`src/rtl/tvu_pkg.sv`:
```
package tvu_pkg;
  localparam int N_IRQ   = 4;
  localparam int LVL_W   = 3;
  localparam int CAUSE_W = 4;
  localparam int CODE_W  = 8;
  localparam int OFF_W   = 14;
  localparam int SLOT_SH = 6;   // call entries are 64 bytes apart
  localparam int FIX_SH  = 7;   // fixed entries are 128 bytes apart

  typedef enum logic [CAUSE_W-1:0] {
    CS_RESET   = 4'd0,
    CS_MCHK    = 4'd1,
    CS_IPI     = 4'd2,
    CS_TIMER   = 4'd3,
    CS_DEVICE  = 4'd4,
    CS_MEMFLT  = 4'd5,
    CS_UNALIGN = 4'd6,
    CS_ILLOP   = 4'd7,
    CS_ARITH   = 4'd8,
    CS_FPOFF   = 4'd9,
    CS_CALL    = 4'd10
  } cause_e;
endpackage

```
`src/rtl/tvu_irq_select.sv`:
```
module tvu_irq_select
  import tvu_pkg::*;
#(
  parameter int LINES    = N_IRQ,
  parameter int LW       = LVL_W,
  parameter int BASE_LVL = 3,
  localparam int IDX_W   = $clog2(LINES)
) (
  input  logic [LINES-1:0] req_i,
  input  logic [LW-1:0]    lvl_i,
  input  logic             priv_i,
  output logic             hit_o,
  output logic [IDX_W-1:0] idx_o
);
  logic [LINES-1:0] allowed;

  // line k stays open up to level BASE_LVL + k
  for (genvar k = 0; k < LINES; k++) begin : g_mask
    localparam int LIMIT = BASE_LVL + k;
    assign allowed[k] = req_i[k] && (int'(lvl_i) <= LIMIT) && !priv_i;
  end

  // higher index means higher priority
  always_comb begin
    hit_o = 1'b0;
    idx_o = '0;
    for (int k = 0; k < LINES; k++) begin
      if (allowed[k]) begin
        hit_o = 1'b1;
        idx_o = IDX_W'(k);
      end
    end
  end
endmodule

```
`src/rtl/tvu_offset_map.sv`:
```
module tvu_offset_map
  import tvu_pkg::*;
(
  input  logic [CAUSE_W-1:0] cause_i,
  input  logic [CODE_W-1:0]  code_i,
  output logic [OFF_W-1:0]   off_o
);
  localparam logic [OFF_W-1:0] CALL_LO_BASE = OFF_W'(14'h1000);
  localparam logic [OFF_W-1:0] CALL_HI_BASE = OFF_W'(14'h2000);

  logic [OFF_W-1:0] slot;
  logic [OFF_W-1:0] fixed;

  assign slot  = OFF_W'({code_i[CODE_W-2:0], {SLOT_SH{1'b0}}});
  assign fixed = OFF_W'({cause_i, {FIX_SH{1'b0}}});

  always_comb begin
    unique case (cause_i)
      CS_RESET, CS_MCHK, CS_IPI, CS_TIMER, CS_DEVICE,
      CS_MEMFLT, CS_UNALIGN, CS_ILLOP, CS_ARITH, CS_FPOFF:
        off_o = fixed;
      CS_CALL:
        off_o = (code_i[CODE_W-1] ? CALL_HI_BASE : CALL_LO_BASE) + slot;
      default:
        off_o = '0;
    endcase
  end
endmodule

```
`src/rtl/trap_vector_unit.sv`:
```
module trap_vector_unit
  import tvu_pkg::*;
#(
  parameter int PC_W = 64
) (
  input  logic               clk,
  input  logic               rst_n,
  input  logic [N_IRQ-1:0]   irq_i,
  input  logic [LVL_W-1:0]   ipl_i,
  input  logic               priv_i,
  input  logic [PC_W-1:0]    pc_i,
  input  logic [PC_W-1:0]    base_i,
  input  logic               exc_valid_i,
  output logic               exc_ready_o,
  input  logic [CAUSE_W-1:0] exc_cause_i,
  input  logic [CODE_W-1:0]  exc_code_i,
  output logic               take_o,
  output logic [PC_W-1:0]    new_pc_o,
  output logic [PC_W-1:0]    exc_addr_o,
  output logic               enter_priv_o,
  output logic [CAUSE_W-1:0] cause_o,
  output logic [CODE_W-1:0]  code_o
);
  localparam int IDX_W = $clog2(N_IRQ);

  logic               take_q;
  logic               exc_fire;
  logic               irq_hit;
  logic [IDX_W-1:0]   irq_idx;
  logic               go;
  logic [CAUSE_W-1:0] sel_cause;
  logic [CODE_W-1:0]  sel_code;
  logic [OFF_W-1:0]   offset;

  assign exc_ready_o = !take_q;
  assign exc_fire    = exc_valid_i && exc_ready_o;

  tvu_irq_select #(
    .LINES   (N_IRQ),
    .LW      (LVL_W),
    .BASE_LVL(3)
  ) u_sel (
    .req_i (irq_i),
    .lvl_i (ipl_i),
    .priv_i(priv_i),
    .hit_o (irq_hit),
    .idx_o (irq_idx)
  );

  // exception first; interrupt lines map to causes N_IRQ - index
  always_comb begin
    if (exc_fire) begin
      sel_cause = exc_cause_i;
      sel_code  = exc_code_i;
    end else begin
      sel_cause = CAUSE_W'(N_IRQ) - CAUSE_W'(irq_idx);
      sel_code  = '0;
    end
  end

  assign go = exc_fire || (irq_hit && !take_q);

  tvu_offset_map u_map (
    .cause_i(sel_cause),
    .code_i (sel_code),
    .off_o  (offset)
  );

  always_ff @(posedge clk or negedge rst_n) begin
    if (!rst_n) begin
      take_q       <= 1'b0;
      enter_priv_o <= 1'b0;
      new_pc_o     <= '0;
      exc_addr_o   <= '0;
      cause_o      <= '0;
      code_o       <= '0;
    end else begin
      take_q       <= go;
      enter_priv_o <= go;
      if (go) begin
        new_pc_o   <= base_i + PC_W'(offset);
        exc_addr_o <= pc_i | PC_W'(priv_i);
        cause_o    <= sel_cause;
        code_o     <= sel_code;
      end
    end
  end

  assign take_o = take_q;
endmodule

```
`config.mk`:
```
export PLATFORM = sky130hd
export DESIGN_NAME = trap_vector_unit
export DESIGN_NICKNAME = d
export VERILOG_FILES = /design/src/rtl/tvu_pkg.sv /design/src/rtl/tvu_irq_select.sv /design/src/rtl/tvu_offset_map.sv /design/src/rtl/trap_vector_unit.sv
export SDC_FILE = /design/constraint.sdc
export NUM_CORES = 1
export LEC_CHECK = 0
export CAP_MARGIN = 20
export CORE_MARGIN = 2
export CORE_UTILIZATION = 35
export DETAILED_ROUTE_END_ITERATION = 8
export PLACE_DENSITY = 0.68
export SLEW_MARGIN = 0
export SYNTH_ARGS = -nofsm -noshare
export SYNTH_HDL_FRONTEND = slang
export SYNTH_SLANG_ARGS = --single-unit
export TNS_END_PERCENT = 100
```
`constraint.sdc`:
```
create_clock -name clk -period 4.25 [get_ports clk]
set_clock_uncertainty 0.15 [all_clocks]
set_input_delay 1.0625 -clock clk [delete_from_list [all_inputs] [get_ports clk]]
set_output_delay 1.0625 -clock clk [all_outputs]
set_load 0.005 [all_outputs]
```
==> results by group, run 1 <==
Run status
  • Status: completed

Setup path
  • Worst path slowest cell: or4_1
  • CP delay by family, top: compound AO/OA/AOI/OAI gates
  • Crit path capture type: flop
  • Worst EP required: 4.44 ns
  • Crit-path cells: clkdlybuf4s50_1 -> nor2b_1 -> o21ai_0 -> buf_4 -> a32oi_1 -> a21oi_1 -> and3b_1 -> ha_1 -> buf_4 -> o211ai_1 -> a21oi_2 -> o211ai_1 -> buf_12 -> or4_1 -> a31oi_1
  • Worst-path maximum fanout: 35
  • Worst Path Class, Setup: input pin to flop
  • CP peak stage delay: approximately 0.5 ns
  • Reg2reg path depth: 13
  • CP startpoint: ipl_i[0]
  • Startpoint types: input pin
  • Worst endpoint data arrival time: around 4.2 ns
  • Crit Reg-Reg Startpoint: take_o
  • CP Buf/Inv Count: 4
  • R2R Path End: new_pc_o[52]
  • Reg2Reg Setup Slack: 1.01 ns

Route
  • WL per Instance: around 18 um
  • Initial DRC count: between 300 and 400
  • DR vias: around 6600
  • # DRC: 0
  • Detailed Route WL: roughly 23000 um
  • DRT Pass-1 Iters: 5
  • Final ANT Viol Nets: 0
  • Vias per cell: 5.25

Clock tree
  • Worst-Skew Late Latency: 0.41 ns
  • Clk pin slew, worst setup/hold paths: roughly 0.06 ns
  • Clk sinks: about 140
  • Clk root buf: clkbuf_16
  • CTS tree: yes
  • CTS Buf Count: 17
  • CTS Buffer Depth: 2
  • # H-tree levels: 4

Logic synthesis
  • Top-count cell post-synth: dfrtp_1
  • Area of the mapped netlist: 6940 um^2
  • Syn_nets: ~810
  • Top-area cell type share of the netlist area: a little over 50%
  • Area contributors post-synth: dfrtp_1, mux2_2, o21ai_0
  • Yosys warns: 0
  • Mapped Cells: 647
  • Synth cell count leaders: dfrtp_1, mux2_2, o21ai_0
  • Number of synthesized flops with an enable pin: 0
  • Area leader, netlist: dfrtp_1
  • #FFs+latches synth: roughly 140
  • Unique cell type count in the Yosys netlist: 52
  • Sequential-to-total area share from yosys stat: roughly half
  • Most used DFF post-synth: dfrtp_1
  • Avg Cell Area, Syn: 10.7 um^2
  • Post-synth ARST share: 100%

STA
  • Final Hold Fails: 0
  • Final setup fails: 0
  • Hold Slack: between 0.3 and 0.4 ns
  • Fmax: around 0.25 GHz
  • Period utilization: a little over nine tenths
  • Slew @ Worst Pin: around 0.65 ns
  • Pins Over Slew Limit: 0
  • Minimum clock period: between 4 and 5 ns
  • Normalized max-slew margin: a little under three fifths

Die
  • Core area: between 15000 and 20000 um^2
  • Die ar.: 21000 um^2
  • Ports: roughly 300
  • Num rows: about 50
  • Initial core utilization: roughly 36%
  • Horiz. Die Dim: between 100 and 150 um
  • Die Y: 145 um

Global route
  • Largest net degree at the start of global routing: 69
  • Initial antenna violation count: 2
  • First-pass GRT wire length: between 30000 and 40000 um
  • Vias in the first global route: between 6000 and 7000
  • GRT overflow: 0
  • GRT Overall Usage: about a fifth

Power and ir drop
  • Leak Pwr: roughly 4.4 nW
  • Peak VDD IR: roughly 0.27 mV
  • Clock Power Share: between 30% and 40%
  • Net Switching: 1.45 mW
  • Combinational share of power: about a third
  • Power Dens Cells: 455 nW/um^2
  • Seq pwr share: 37.0%
  • Int Power: 3.62 mW
  • Switching Share: 28.6%

Placed design
  • Port Buf Inserts: about 290
  • RePlAce Congestion: between 0.8 and 0.9
  • Post-DP HPWL: between 15000 and 20000 um
  • Placed cell count: roughly 1200

Hold path
  • Hold Crit Class: flop to flop
  • Worst Hold End: code_o[6]
  • Hold Crit Start: code_o[6]
  • WHS Path Cells: 2

Cells and area
  • Layout cells sized above 1: about 18%
  • Final Non-Filler Cells: between 1000 and 1500
  • Nets: around 1100
  • Filler Cells Inserted: about 1700
  • Antenna diodes: 0
  • Layout area overhead: 60.4%

Flow run
  • Max Cap Viol: 0
==> timing repair <==
item                       4_1_cts  5_1_grt
setup endpoints to repair        0       23
gates resized for setup          0        7
setup buffers                    0        1
hold buffers                     0        0
==> worst max path at each step <==
stage	slack [ns]	cells after the start	end
floorplan	0.01	14	new_pc_o[50]
global placement	-0.18	13	new_pc_o[51]
detailed placement	-0.27	15	new_pc_o[52]
CTS	0.16	15	new_pc_o[52]
global route	-0.02	15	new_pc_o[42]
finish	0.21	15	new_pc_o[52]
==> final cells by class <==
cell class / count / area [um^2] / share of cell area [%]
inverter: 13 / 51.3 / 0.461
multi-input combinational: 452 / 3200 / 28.7
sequential: 141 / 3530 / 31.7
clock buffer: 18 / 429 / 3.85
clock inverter: 14 / 176 / 1.58
tap: 265 / 332 / 2.98
timing repair buffer: 349 / 3420 / 30.7
==> metrics by stage <==
step                setup TNS, ns  setup slack [ns]  power [mW]  utilization [%]  cell area, um^2
floorplan                       0            0.0145        2.42                -             6940
global placement            -4.11            -0.184        3.53             54.0            10500
detailed placement          -6.89            -0.273        3.56             54.0            10500
CTS                             0             0.162        5.12             57.1            11100
global route              -0.0651           -0.0240        5.33             57.2            11100
finish                          0             0.208        5.06             57.2            11100
==> per-layer routing <==
metal	part of all wire [%]	global-route usage (%)	vias up
li1	-	-	3092
met2	49	34.4	250
met4	2.3	8.12	2
met5	0.031	0	-
met1	41	27.0	3200
met3	8.2	5.69	30
==> power groups by stage <==
stage	Combinational [mW]	Clock, mW	Sequential (mW)
6_report	1.65	1.53	1.88
5_1_grt	1.78	1.63	1.92
4_1_cts	1.67	1.56	1.88
3_5_place_dp	1.67	0	1.90
3_3_place_gp	1.65	0	1.89
2_1_floorplan	0.522	0	1.90
==> registers in the layout, indices dropped and copies added, names as in the netlist <==
name        count
cause_o         4
exc_addr_o     64
code_o          8
new_pc_o       64
take_o          1
==> tightest hold or removal path: cells and delay by family, from the launching register on <==
family           cells  cell delay (ns)
AND/OR/NAND/NOR      1             0.06
flip-flops           1             0.34
AO/OA/AOI/OAI        1             0.08
==> logic make-up after synthesis <==
| group | share of synthesized area, % |
|---|---|
| mux | 12.8 |
| fa+ha+maj | 1.91 |
| flops | 50.8 |
| xor+xnor | 2.52 |
| compound gates | 17.5 |
| buf+inv | 3.30 |
| simple gates | 11.2 |
==> placed cells by master, fill, tap and decap left out, drive strengths merged, types with 5 or more instances in the layout <==
master,count
clkdlybuf4s50,292
dfrtp,141
mux2,77
o21ai,57
buf,57
a21oi,47
nand2,40
a31oi,35
or4,25
o31ai,23
inv,21
nand3,20
nor2,18
xnor2,18
clkbuf,18
or3,16
ha,9
nand4,8
a211oi,5
(Power assumes the default switching activity.)
==> inputs of run 2 (changes only) <==
--- a/config.mk
+++ b/config.mk
@@ -8,6 +8,7 @@
 export CAP_MARGIN = 20
 export CORE_MARGIN = 2
 export CORE_UTILIZATION = 35
+export CTS_BUF_LIST = sky130_fd_sc_hd__clkbuf_16
 export DETAILED_ROUTE_END_ITERATION = 8
 export PLACE_DENSITY = 0.68
 export SLEW_MARGIN = 0
==> run 2 against run 1 <==
Against the previous run:
- register-to-register slack about the same
- die area did not move
- clock power barely moved
- global-route usage did not move
- sequential share of layout area unchanged
- critical path type unchanged
- highest routed layer unchanged
==> results by group, run 2 (synthesized netlist as in run 1, its figures left out) <==
Run status
  • Status: completed

Placed design
  • Placed cell count: 1219 (unchanged)
  • Pre-CTS setup slack: -0.273 ns (unchanged)
  • Post-DP HPWL: 17100 um (unchanged)
  • Port Buf Inserts: 293 (unchanged)
  • RePlAce Congestion: 0.841 (unchanged)

Clock tree
  • Clk pin slew, worst setup/hold paths: 0.06 ns (about the same)
  • # H-tree levels: 4 (unchanged)
  • Clk sinks: 141 (unchanged)
  • CTS tree: yes
  • CTS Buffer Depth: 2 (unchanged)
  • Clk root buf: clkbuf_16
  • Worst-Skew Late Latency: 0.41 ns (about the same)
  • CTS Buf Count: 17 (unchanged)

Setup path
  • Reg2Reg Setup Slack: 1.01 ns (about the same)
  • Worst EP required: 4.44 ns (about the same)
  • Worst Path Class, Setup: input pin to flop
  • Crit Reg-Reg Startpoint: take_o
  • Startpoint types: input pin
  • Crit path capture type: flop
  • R2R Path End: new_pc_o[52]
  • Reg2reg path depth: 13 (unchanged)
  • Worst-path maximum fanout: 35 (unchanged)
  • Worst endpoint data arrival time: 4.23 ns (about the same)

Global route
  • First-pass GRT wire length: 34200 um (unchanged)
  • GRT overflow: 0 (unchanged)
  • GRT Overall Usage: 21.2% (unchanged)
  • Initial antenna violation count: 2 (unchanged)
  • Largest net degree at the start of global routing: 69 (unchanged)
  • Vias in the first global route: 6308 (unchanged)

Cells and area
  • Area of the multi-input gates: 3200 um^2 (unchanged)
  • Commonest cells after routing, fill and taps aside: clkdlybuf4s50_1, dfrtp_1, mux2_2
  • Filler Cells Inserted: 1706 (unchanged)
  • Nets: 1135 (unchanged)
  • Layout cells sized above 1: 17.8% (unchanged)
  • Biggest regs: exc_addr_o: 64 flops, new_pc_o: 64 flops, code_o: 8 flops
  • Commonest non-fill, non-tap cell in the layout: clkdlybuf4s50_1
  • Final Non-Filler Cells: 1252 (unchanged)
  • Register area: 3530 um^2 (unchanged)
  • Layout area overhead: 60.4% (unchanged)
  • Antenna diodes: 0 (unchanged)

STA
  • Final Hold Fails: 0 (unchanged)
  • Minimum clock period: 4.04 ns (+0.0000130 ns)
  • Period utilization: 95.1% (about the same)
  • Normalized max-slew margin: 57.0% (unchanged)
  • Slew @ Worst Pin: 0.645 ns (unchanged)
  • Final setup fails: 0 (unchanged)
  • Setup ws final: 0.208 ns (-0.0000130 ns)
  • Pins Over Slew Limit: 0 (unchanged)
  • Fmax: 0.247 GHz (unchanged)

Die
  • Horiz. Die Dim: 145 um (unchanged)
  • Die ar.: 21000 um^2 (unchanged)
  • Die Y: 145 um (unchanged)
  • Ports: 294 (unchanged)
  • Core area: 19500 um^2 (unchanged)
  • Initial core utilization: 35.7% (unchanged)
  • Num rows: 51 (unchanged)

Route
  • WL per Instance: 18.2 um (unchanged)
  • Detailed Route WL: 22800 um (unchanged)
  • # DRC: 0 (unchanged)
  • Final ANT Viol Nets: 0 (unchanged)
  • Initial DRC count: 320 (unchanged)
  • Vias per cell: 5.25 (about the same)
  • DR vias: 6575 (+0.015%)
  • DRT Pass-1 Iters: 5 (unchanged)

Hold path
  • WHS Path Cells: 2 (unchanged)
  • Worst Hold End: code_o[6]
  • Hold Crit Start: code_o[6]
  • Hold Crit Class: flop to flop

Power and ir drop
  • PnR Total Power: 5.06 mW (about the same)
  • Leak Pwr: 4.36 nW (about the same)
  • Power Dens Cells: 455 nW/um^2 (about the same)
  • Peak VDD IR: 0.271 mV (about the same)

Flow run
  • Max Cap Viol: 0 (unchanged)
-- run 2: report_power, final --
group / switching [mW] / total, mW / internal [mW]
Combinational: 0.612 / 1.65 / 1.04
Clock: 0.644 / 1.53 / 0.888
Sequential: 0.192 / 1.88 / 1.68
-- run 2: what timing repair did --
action | in CTS | in global routing
endpoints found under the setup margin | 0 | 23
hold buffers | 0 | 0
resized for setup | 0 | 7
setup buffers | 0 | 1
-- run 2: how the worst max path moves through the flow --
stage	startpoint	to	slack [ns]	cells past startpoint
after floorplan	exc_valid_i	new_pc_o[50]	0.01	14
after global placement	exc_valid_i	new_pc_o[51]	-0.18	13
after detailed placement	exc_valid_i	new_pc_o[52]	-0.27	15
after CTS	exc_valid_i	new_pc_o[52]	0.16	15
after global routing	ipl_i[0]	new_pc_o[42]	-0.02	15
final	ipl_i[0]	new_pc_o[52]	0.21	15
-- run 2: critical path: stages --
cell             delay (ns)
clkdlybuf4s50_1        0.44
nor2b_1                0.14
o21ai_0                0.16
buf_4                  0.16
a32oi_1                0.12
a21oi_1                0.14
and3b_1                0.19
ha_1                   0.31
buf_4                  0.12
o211ai_1               0.11
a21oi_2                0.19
o211ai_1               0.17
buf_12                 0.20
or4_1                  0.50
a31oi_1                0.18
-- run 2: layout make-up --
| class | instances | share of cell area, % |
|---|---|---|
| Clock buffer | 17 | 3.82 |
| Clock inverter | 15 | 1.62 |
| Timing Repair Buffer | 349 | 30.7 |
| Sequential cell | 141 | 31.7 |
| Multi-Input combinational cell | 452 | 28.7 |
| Tap cell | 265 | 2.98 |
| Inverter | 13 | 0.461 |
-- run 2: per-layer routing --
layer	GRT usage [%]	vias up	wire, um
met1	27.0	3201	9310
li1	-	3092	-
met3	5.69	30	1880
met4	8.12	2	518
met2	34.4	250	11100
met5	0	-	7
-- run 2: through the flow --
stage / utilization [%] / TNS, ns / hold slack [ns] / instance area (um^2)
6_report: 57.2 / 0 / 0.354 / 11100
5_1_grt: 57.2 / -0.0651 / 0.365 / 11100
4_1_cts: 57.1 / 0 / 0.357 / 11100
3_5_place_dp: 54.0 / -6.89 / 0.341 / 10500
3_3_place_gp: 54.0 / -4.11 / 0.326 / 10500
2_1_floorplan: - / 0 / 0.324 / 6940
